File: src/rtl/flash_status_pkg.sv
`timescale 1ns/1ps
package flash_status_pkg;

  typedef enum logic [2:0] {
    M_IDLE   = 3'd0,  // array read / standby
    M_PROG   = 3'd1,  // embedded program
    M_ERASE  = 3'd2,  // embedded erase
    M_ESUSP  = 3'd3,  // erase suspended, array readable
    M_ESPROG = 3'd4,  // program inside erase suspension
    M_PWIN   = 3'd5   // protected-target toggle window
  } op_mode_e;

  function automatic logic mode_busy(input op_mode_e m);
    return (m == M_PROG) || (m == M_ERASE) || (m == M_ESPROG) || (m == M_PWIN);
  endfunction

endpackage

File: src/rtl/fsg_window_timer.sv
`timescale 1ns/1ps
module fsg_window_timer #(
  parameter int unsigned LONG_CYC  = 25000,
  parameter int unsigned SHORT_CYC = 250
) (
  input  logic clk,
  input  logic rst_n,
  input  logic load_long,
  input  logic load_short,
  input  logic win_active,
  output logic win_expire
);
  localparam int unsigned MAX_CYC = (LONG_CYC > SHORT_CYC) ? LONG_CYC : SHORT_CYC;
  localparam int unsigned CNT_W   = (MAX_CYC < 2) ? 1 : $clog2(MAX_CYC + 1);
  localparam logic [CNT_W-1:0] LONG_LD  = CNT_W'((LONG_CYC  > 0) ? LONG_CYC  - 1 : 0);
  localparam logic [CNT_W-1:0] SHORT_LD = CNT_W'((SHORT_CYC > 0) ? SHORT_CYC - 1 : 0);

  logic [CNT_W-1:0] remain;

  always_ff @(posedge clk or negedge rst_n) begin
    if (!rst_n) begin
      remain <= '0;
    end else if (load_long) begin
      remain <= LONG_LD;
    end else if (load_short) begin
      remain <= SHORT_LD;
    end else if (win_active && (remain != '0)) begin
      remain <= remain - 1'b1;
    end
  end

  assign win_expire = win_active && (remain == '0);

endmodule

File: src/rtl/fsg_mode_fsm.sv
`timescale 1ns/1ps
module fsg_mode_fsm
  import flash_status_pkg::*;
(
  input  logic     clk,
  input  logic     rst_n,
  input  logic     cmd_prog,
  input  logic     cmd_erase,
  input  logic     cmd_suspend,
  input  logic     cmd_resume,
  input  logic     target_prot,
  input  logic     op_done,
  input  logic     win_expire,
  output op_mode_e mode,
  output logic     load_long,
  output logic     load_short
);
  op_mode_e mode_nxt;
  logic     back_to_susp, back_to_susp_nxt;

  always_comb begin
    mode_nxt         = mode;
    back_to_susp_nxt = back_to_susp;
    load_long        = 1'b0;
    load_short       = 1'b0;
    unique case (mode)
      M_IDLE: begin
        if (cmd_erase) begin
          if (target_prot) begin
            mode_nxt         = M_PWIN;
            load_long        = 1'b1;
            back_to_susp_nxt = 1'b0;
          end else begin
            mode_nxt = M_ERASE;
          end
        end else if (cmd_prog) begin
          if (target_prot) begin
            mode_nxt         = M_PWIN;
            load_short       = 1'b1;
            back_to_susp_nxt = 1'b0;
          end else begin
            mode_nxt = M_PROG;
          end
        end
      end
      M_PROG: begin
        if (op_done) mode_nxt = M_IDLE;
      end
      M_ERASE: begin
        if (op_done)          mode_nxt = M_IDLE;
        else if (cmd_suspend) mode_nxt = M_ESUSP;
      end
      M_ESUSP: begin
        if (cmd_resume) begin
          mode_nxt = M_ERASE;
        end else if (cmd_prog) begin
          if (target_prot) begin
            mode_nxt         = M_PWIN;
            load_short       = 1'b1;
            back_to_susp_nxt = 1'b1;
          end else begin
            mode_nxt = M_ESPROG;
          end
        end
      end
      M_ESPROG: begin
        if (op_done) mode_nxt = M_ESUSP;
      end
      M_PWIN: begin
        if (win_expire) mode_nxt = back_to_susp ? M_ESUSP : M_IDLE;
      end
      default: mode_nxt = M_IDLE;
    endcase
  end

  always_ff @(posedge clk or negedge rst_n) begin
    if (!rst_n) begin
      mode         <= M_IDLE;
      back_to_susp <= 1'b0;
    end else begin
      mode         <= mode_nxt;
      back_to_susp <= back_to_susp_nxt;
    end
  end

endmodule

File: src/rtl/fsg_toggle.sv
`timescale 1ns/1ps
module fsg_toggle (
  input  logic clk,
  input  logic rst_n,
  input  logic rd_strobe,
  input  logic busy,
  output logic rd_rise,
  output logic tog
);
  logic rd_prev;

  assign rd_rise = rd_strobe && !rd_prev;

  always_ff @(posedge clk or negedge rst_n) begin
    if (!rst_n) begin
      rd_prev <= 1'b0;
      tog     <= 1'b0;
    end else begin
      rd_prev <= rd_strobe;
      if (!busy)        tog <= 1'b0;
      else if (rd_rise) tog <= ~tog;
    end
  end

endmodule

File: src/rtl/flash_status_gen.sv
`timescale 1ns/1ps
module flash_status_gen
  import flash_status_pkg::*;
#(
  parameter int unsigned DATA_W    = 8,
  parameter int unsigned TOG_BIT   = 6,
  parameter int unsigned LONG_CYC  = 25000,
  parameter int unsigned SHORT_CYC = 250
) (
  input  logic              clk,
  input  logic              rst_n,
  input  logic              cmd_prog,
  input  logic              cmd_erase,
  input  logic              cmd_suspend,
  input  logic              cmd_resume,
  input  logic              target_prot,
  input  logic              op_done,
  input  logic              rd_strobe,
  input  logic [DATA_W-1:0] array_data,
  output logic              rb_drive_low,
  output logic [DATA_W-1:0] status_q
);
  op_mode_e mode;
  logic     load_long, load_short, win_expire;
  logic     busy, tog, rd_rise;

  fsg_mode_fsm u_fsm (
    .clk, .rst_n, .cmd_prog, .cmd_erase, .cmd_suspend, .cmd_resume,
    .target_prot, .op_done, .win_expire,
    .mode, .load_long, .load_short
  );

  fsg_window_timer #(.LONG_CYC(LONG_CYC), .SHORT_CYC(SHORT_CYC)) u_timer (
    .clk, .rst_n, .load_long, .load_short,
    .win_active(mode == M_PWIN),
    .win_expire
  );

  assign busy = mode_busy(mode);

  fsg_toggle u_tog (
    .clk, .rst_n, .rd_strobe, .busy, .rd_rise, .tog
  );

  assign rb_drive_low = busy;

  for (genvar b = 0; b < DATA_W; b++) begin : g_stat
    if (b == TOG_BIT) begin : g_tog
      assign status_q[b] = busy ? tog : array_data[b];
    end else begin : g_other
      assign status_q[b] = busy ? 1'b0 : array_data[b];
    end
  end

endmodule

File: config.mk
export PLATFORM = sky130hd
export DESIGN_NAME = flash_status_gen
export DESIGN_NICKNAME = d
export VERILOG_FILES = /design/src/rtl/flash_status_pkg.sv /design/src/rtl/fsg_window_timer.sv /design/src/rtl/fsg_mode_fsm.sv /design/src/rtl/fsg_toggle.sv /design/src/rtl/flash_status_gen.sv
export SDC_FILE = /design/constraint.sdc
export NUM_CORES = 1
export LEC_CHECK = 0
export ABC_AREA = 0
export ABC_CLOCK_PERIOD_IN_PS = 5800
export BUFFER_PORTS_ARGS = -buffer_cell sky130_fd_sc_hd__buf_2
export CAP_MARGIN = 20
export CORE_MARGIN = 5
export CORE_UTILIZATION = 59
export DETAILED_ROUTE_END_ITERATION = 10
export PLACE_DENSITY = 0.94
export SYNTH_ARGS = -nofsm -noshare
export SYNTH_HDL_FRONTEND = slang
export SYNTH_HIERARCHICAL = 1
export SYNTH_SLANG_ARGS = --single-unit
File: constraint.sdc
create_clock -name clk -period 5.8 [get_ports clk]
set_input_delay 0.29 -clock clk [delete_from_list [all_inputs] [get_ports clk]]
set_output_delay 0.29 -clock clk [all_outputs]
set_load 0.005 [all_outputs]
Word-level counts from Yosys, hierarchy flattened:

Cells that the tools add are included.

* equality and inequality tests: 15
* reductions and logical operators: 14
* bitwise operators: 1
* add/sub/neg operators: 1
* mux-type cells: 41

Operators by type and width (number)
* $mux 15: 3
* $mux 3: 11
* $mux 1: 23
* $pmux 3 s6: 1
* $logic_not 15->1: 1
* $reduce_bool 15->1: 1
* $sub 15x1->15 const B: 1
* $ne 2x2->1 const B: 6
* $ne 3x3->1 const B: 3
* $eq 3x2->1 const B: 2
* $eq 3x3->1 const B: 2
* $reduce_and 6->1: 1
* $reduce_and 5->1: 1
* $pmux 1 s2: 2
* $eq 3x1->1 const B: 1
* $logic_and 1x1->1: 3
* $logic_not 3->1: 1
* $logic_or 1x1->1: 3
* $reduce_bool 3->1: 1
* $mux 2: 1
* $ne 2x1->1 const B: 1
* $reduce_bool 2->1: 1
* $logic_not 1->1: 1
* $not 1->1: 1

* output and inout bits: 9
* bits in registers: 21

Depth between registers and ports, before layout:

* depth after elaboration: 6
* gate-level depth with buffers: 9
* mapped depth without buffers: 9

By module:

Netlist, hierarchy kept.

Modules (own cells, without submodules)
* fsg_window_timer: instances 1, cells an instance 99, area an instance 914.6 µm²
* fsg_mode_fsm: instances 1, cells an instance 46, area an instance 377.9 µm²
* flash_status_gen: instances 1, cells an instance 12, area an instance 106.4 µm²
* fsg_toggle: instances 1, cells an instance 6, area an instance 83.8 µm²

Worst setup path after synthesis:

Ideal clock, no wire load.

* path type: register -> register
* from: reg u_fsm.mode[1]
* to: reg u_fsm.mode[0]
* clock period less this slack: 2.346 ns
* cell stages (with the launch flop): 9
* library setup time: 0.125 ns
* setup slack: 3.454 ns
* path buffers: 0
* required time: 5.675 ns
* arrival time: 2.221 ns
* path through: dfrtp_1 -> nor2_1 -> nor3b_2 -> nand4_4 -> nor3_1 -> mux2i_1 -> a2bb2oi_1 -> o211ai_2 -> mux2_4

* word-level cells in the longest chain between the ends: 4
* elaborated cells on any way between the ends: 15

Ends and longest elaborated chain
* start: declaration: line fsg_mode_fsm.sv:14 `output op_mode_e mode,`
* start signal: assignment: line fsg_mode_fsm.sv:81 `mode <= mode_nxt;`
* $eq 3x3->1: line flash_status_gen.sv:35 `.win_active(mode == M_PWIN),`
* $logic_and 1x1->1: line fsg_window_timer.sv:32 `assign win_expire = win_active && (remain == '0);`
* named net win_expire: line flash_status_gen.sv:24 `logic load_long, load_short, win_expire;`
* $ne 2x2->1 (no source line)
* $reduce_and 6->1 (no source line)

The timed path passes the listed nets, and every way through them passes these cells.
A chain may end at the register's enable or synchronous reset.

Final worst setup path:

* from: reg u_fsm.mode[0]
* to: reg u_fsm.mode[0]

Same word-level chain as after synthesis.

==> metrics <==
P_leak=0.698 nW; Net Count, Synth=181; Worst Max-Slew Pin Slew=642 ps; Main synth FF type=dfrtp_1; crit path DAT=3110 ps; total gr overflow=0; top-count cell post-synth=dfrtp_1; commonest cells in the netlist=dfrtp_1 (21), nor2_1 (13), nand2_1 (10); vias in the first global route=1403; largest net degree at the start of global routing=22; worst hold-check path type=in2reg; CTS Root Cell=clkbuf_4; skew final=3.76 ps; Via density=6.81; Crit. path cell count=9; row count=18; CORE AREA=2430 µm²; Die X-Extent=60.1 µm; CP delay by family, top=simple AND/OR/NAND/NOR gates; Synth Register Bits=21; status=finished, final reports clean; PortBufs=25; DRT antenna net count=0; setup violators final=0; RSZ-0062 raised after global routing=no; crit-path max FO=13; Reg2Reg Depth=9; R2R Setup Slk=2890 ps; setup_tns=0 ps; DP Worst Slack=2940 ps; fmax=344 MHz; final WL=3.78 mm; Ports=26; Synth area leader=dfrtp_1; DR iter-0 viols=110; Synth Warn #=6; max-cap violations=0; Clock transition at path regs=120 ps; Critical Path Sink=u_fsm/mode[0]; Final Hold Slack=119 ps; total track usage=0.225; Largest stage delay, worst path=580 ps; r2r endpoint=u_fsm/mode[0]; Pre-Repair DR Iteration Count=5; RR Startpoint=u_fsm/mode[0]; Area after DPL=1620 µm²; crit path launch=u_fsm/mode[0]; Die Area=3620 µm²; total power=0.665 mW; # nets final=208; Peak supply drop=225 µV; worst path cell trace=nand2_1, nor2_1, nor3b_2, nand4_4, nor3_1, mux2i_1, a2bb2oi_1, o211ai_2, mux2_4; Setup crit end kind=register; Synth Instances=163; sequential fraction of the synthesis area=0.354; Yosys top cell area share=0.354; DR vias=1492; Fin. Hold Viols=0; final worst path period share=0.501; clock sink count=21; CP Launch Type=register; CP max stage cell=dfrtp_1; P&R area growth vs syn=11.8%; # DRC=0; kind of critical path=reg2reg; pwr dens=401 nW/µm²; first-pass GRT wire length=6.18 mm; ratio of cells with drive above 1 in the final layout=0.275; cts bufs inserted=3; final instance area=1660 µm²; initial antenna violation count=0; GPL Wtd Cong=0.933; clock tree buffer depth=2; Final WS setup=2890 ps; Starting Density=0.610; TritonCTS clock tree=done; CP required=6000 ps; DP HPWL=2.82 mm; Synth Area per Inst=9.10 µm²; crit path time final=2910 ps; H-Tree Depth=1; WL/cell=17.2 µm; Max Slew Vio Count=0; die height=60.1 µm; Post-synth ARST share=1.00; Post-synth EDFFs=0; Yosys cell types=56; worst path buffer plus inverter count=0; Diodes inserted=0; worst skew pair latency=300 ps; max_slew headroom=0.571; Synth area leaders=dfrtp_1 (35%), and2b_2 (4.1%), or4_1 (3.5%), nor2_1 (3.3%), o21ai_0 (2.7%); Post-Syn Area=1480 µm²
[metal layers]
| layer | track usage | vias up | routed length, µm |
|---|---|---|---|
| met1 | 0.256 | 705 | 1480 |
| met2 | 0.394 | 86 | 1880 |
| met3 | 0.0346 | 20 | 272 |
| met5 | 0 | - | 0 |
| met4 | 0.133 | 0 | 133 |
| li1 | - | 681 | - |
[flip-flops by register name (all words and copies together), names as in the netlist]
register	count
u_tog/tog	1
u_fsm/back_to_susp	1
u_timer/remain	15
u_fsm/mode	3
u_tog/rd_prev	1
[cell usage in the layout, fill, tap and decap left out, types with 4 or more instances in the layout]
| master | count |
|---|---|
| and2b_2 | 7 |
| nor3_1 | 5 |
| nand2_1 | 10 |
| dfrtp_1 | 21 |
| nand3_1 | 7 |
| o211ai_1 | 4 |
| a21oi_1 | 5 |
| buf_2 | 25 |
| nor2_1 | 13 |
| o21ai_0 | 8 |
| o31ai_1 | 4 |
| or4_1 | 7 |
| nand4_1 | 5 |
| inv_1 | 8 |
| or2_2 | 4 |
| nand2b_1 | 4 |
[kinds of logic after synthesis]
group / count (synthesis) / share of synthesized area
simple gates: 83 / 0.365
fa+ha+maj: 1 / 0.00844
xor+xnor: 1 / 0.0110
flops: 21 / 0.354
buf+inv: 13 / 0.0397
mux: 3 / 0.0270
compound gates: 41 / 0.195
[worst reg2reg max path: stages, from the launching register on]
cell and delay, ps:
dfrtp_1 580, nand2_1 90, nor2_1 300, nor3b_2 450, nand4_4 180, nor3_1 290, mux2i_1 130, a2bb2oi_1 320
o211ai_2 150, mux2_4 320
[what timing repair did]
item | 4_1_cts | 5_1_grt
resized for setup | 0 | 0
hold buffers | 1 | 0
setup buffers | 0 | 0
endpoints found under the setup margin | 0 | 0
hold endpoints to repair | 21 | 0
[per-stage QoR]
step	instances	util
2_1_floorplan	163	-
3_3_place_gp	214	0.666
3_5_place_dp	214	0.666
4_1_cts	219	0.682
5_1_grt	219	0.682
6_report	219	0.682
[power breakdown]
part / switching (mW) / internal [mW] / total [mW]
Clock: 0.0460 / 0.0257 / 0.0717
Combinational: 0.162 / 0.170 / 0.332
Sequential: 0.0732 / 0.188 / 0.261
[final cells by class]
class / instances / area (µm²)
multi-input combinational: 129 / 898
inverter: 9 / 33.8
clock buffer: 3 / 22.5
clock inverter: 1 / 5.00
sequential: 21 / 526
fill: 195 / 774
tap: 30 / 37.5
timing repair buffer: 26 / 135
[worst min path at each step]
stage | endpoint | slack, ps | cells past startpoint | startpoint
floorplan | u_fsm/back_to_susp | -6 | 0 | rst_n
global route | u_tog/rd_prev | 110 | 1 | rd_strobe
detailed placement | u_tog/tog | 280 | 1 | rst_n
global placement | u_tog/rd_prev | 260 | 1 | rst_n
finish | u_tog/rd_prev | 120 | 1 | rd_strobe
CTS | u_tog/rd_prev | 120 | 1 | rd_strobe
(Power assumes the default switching activity.)
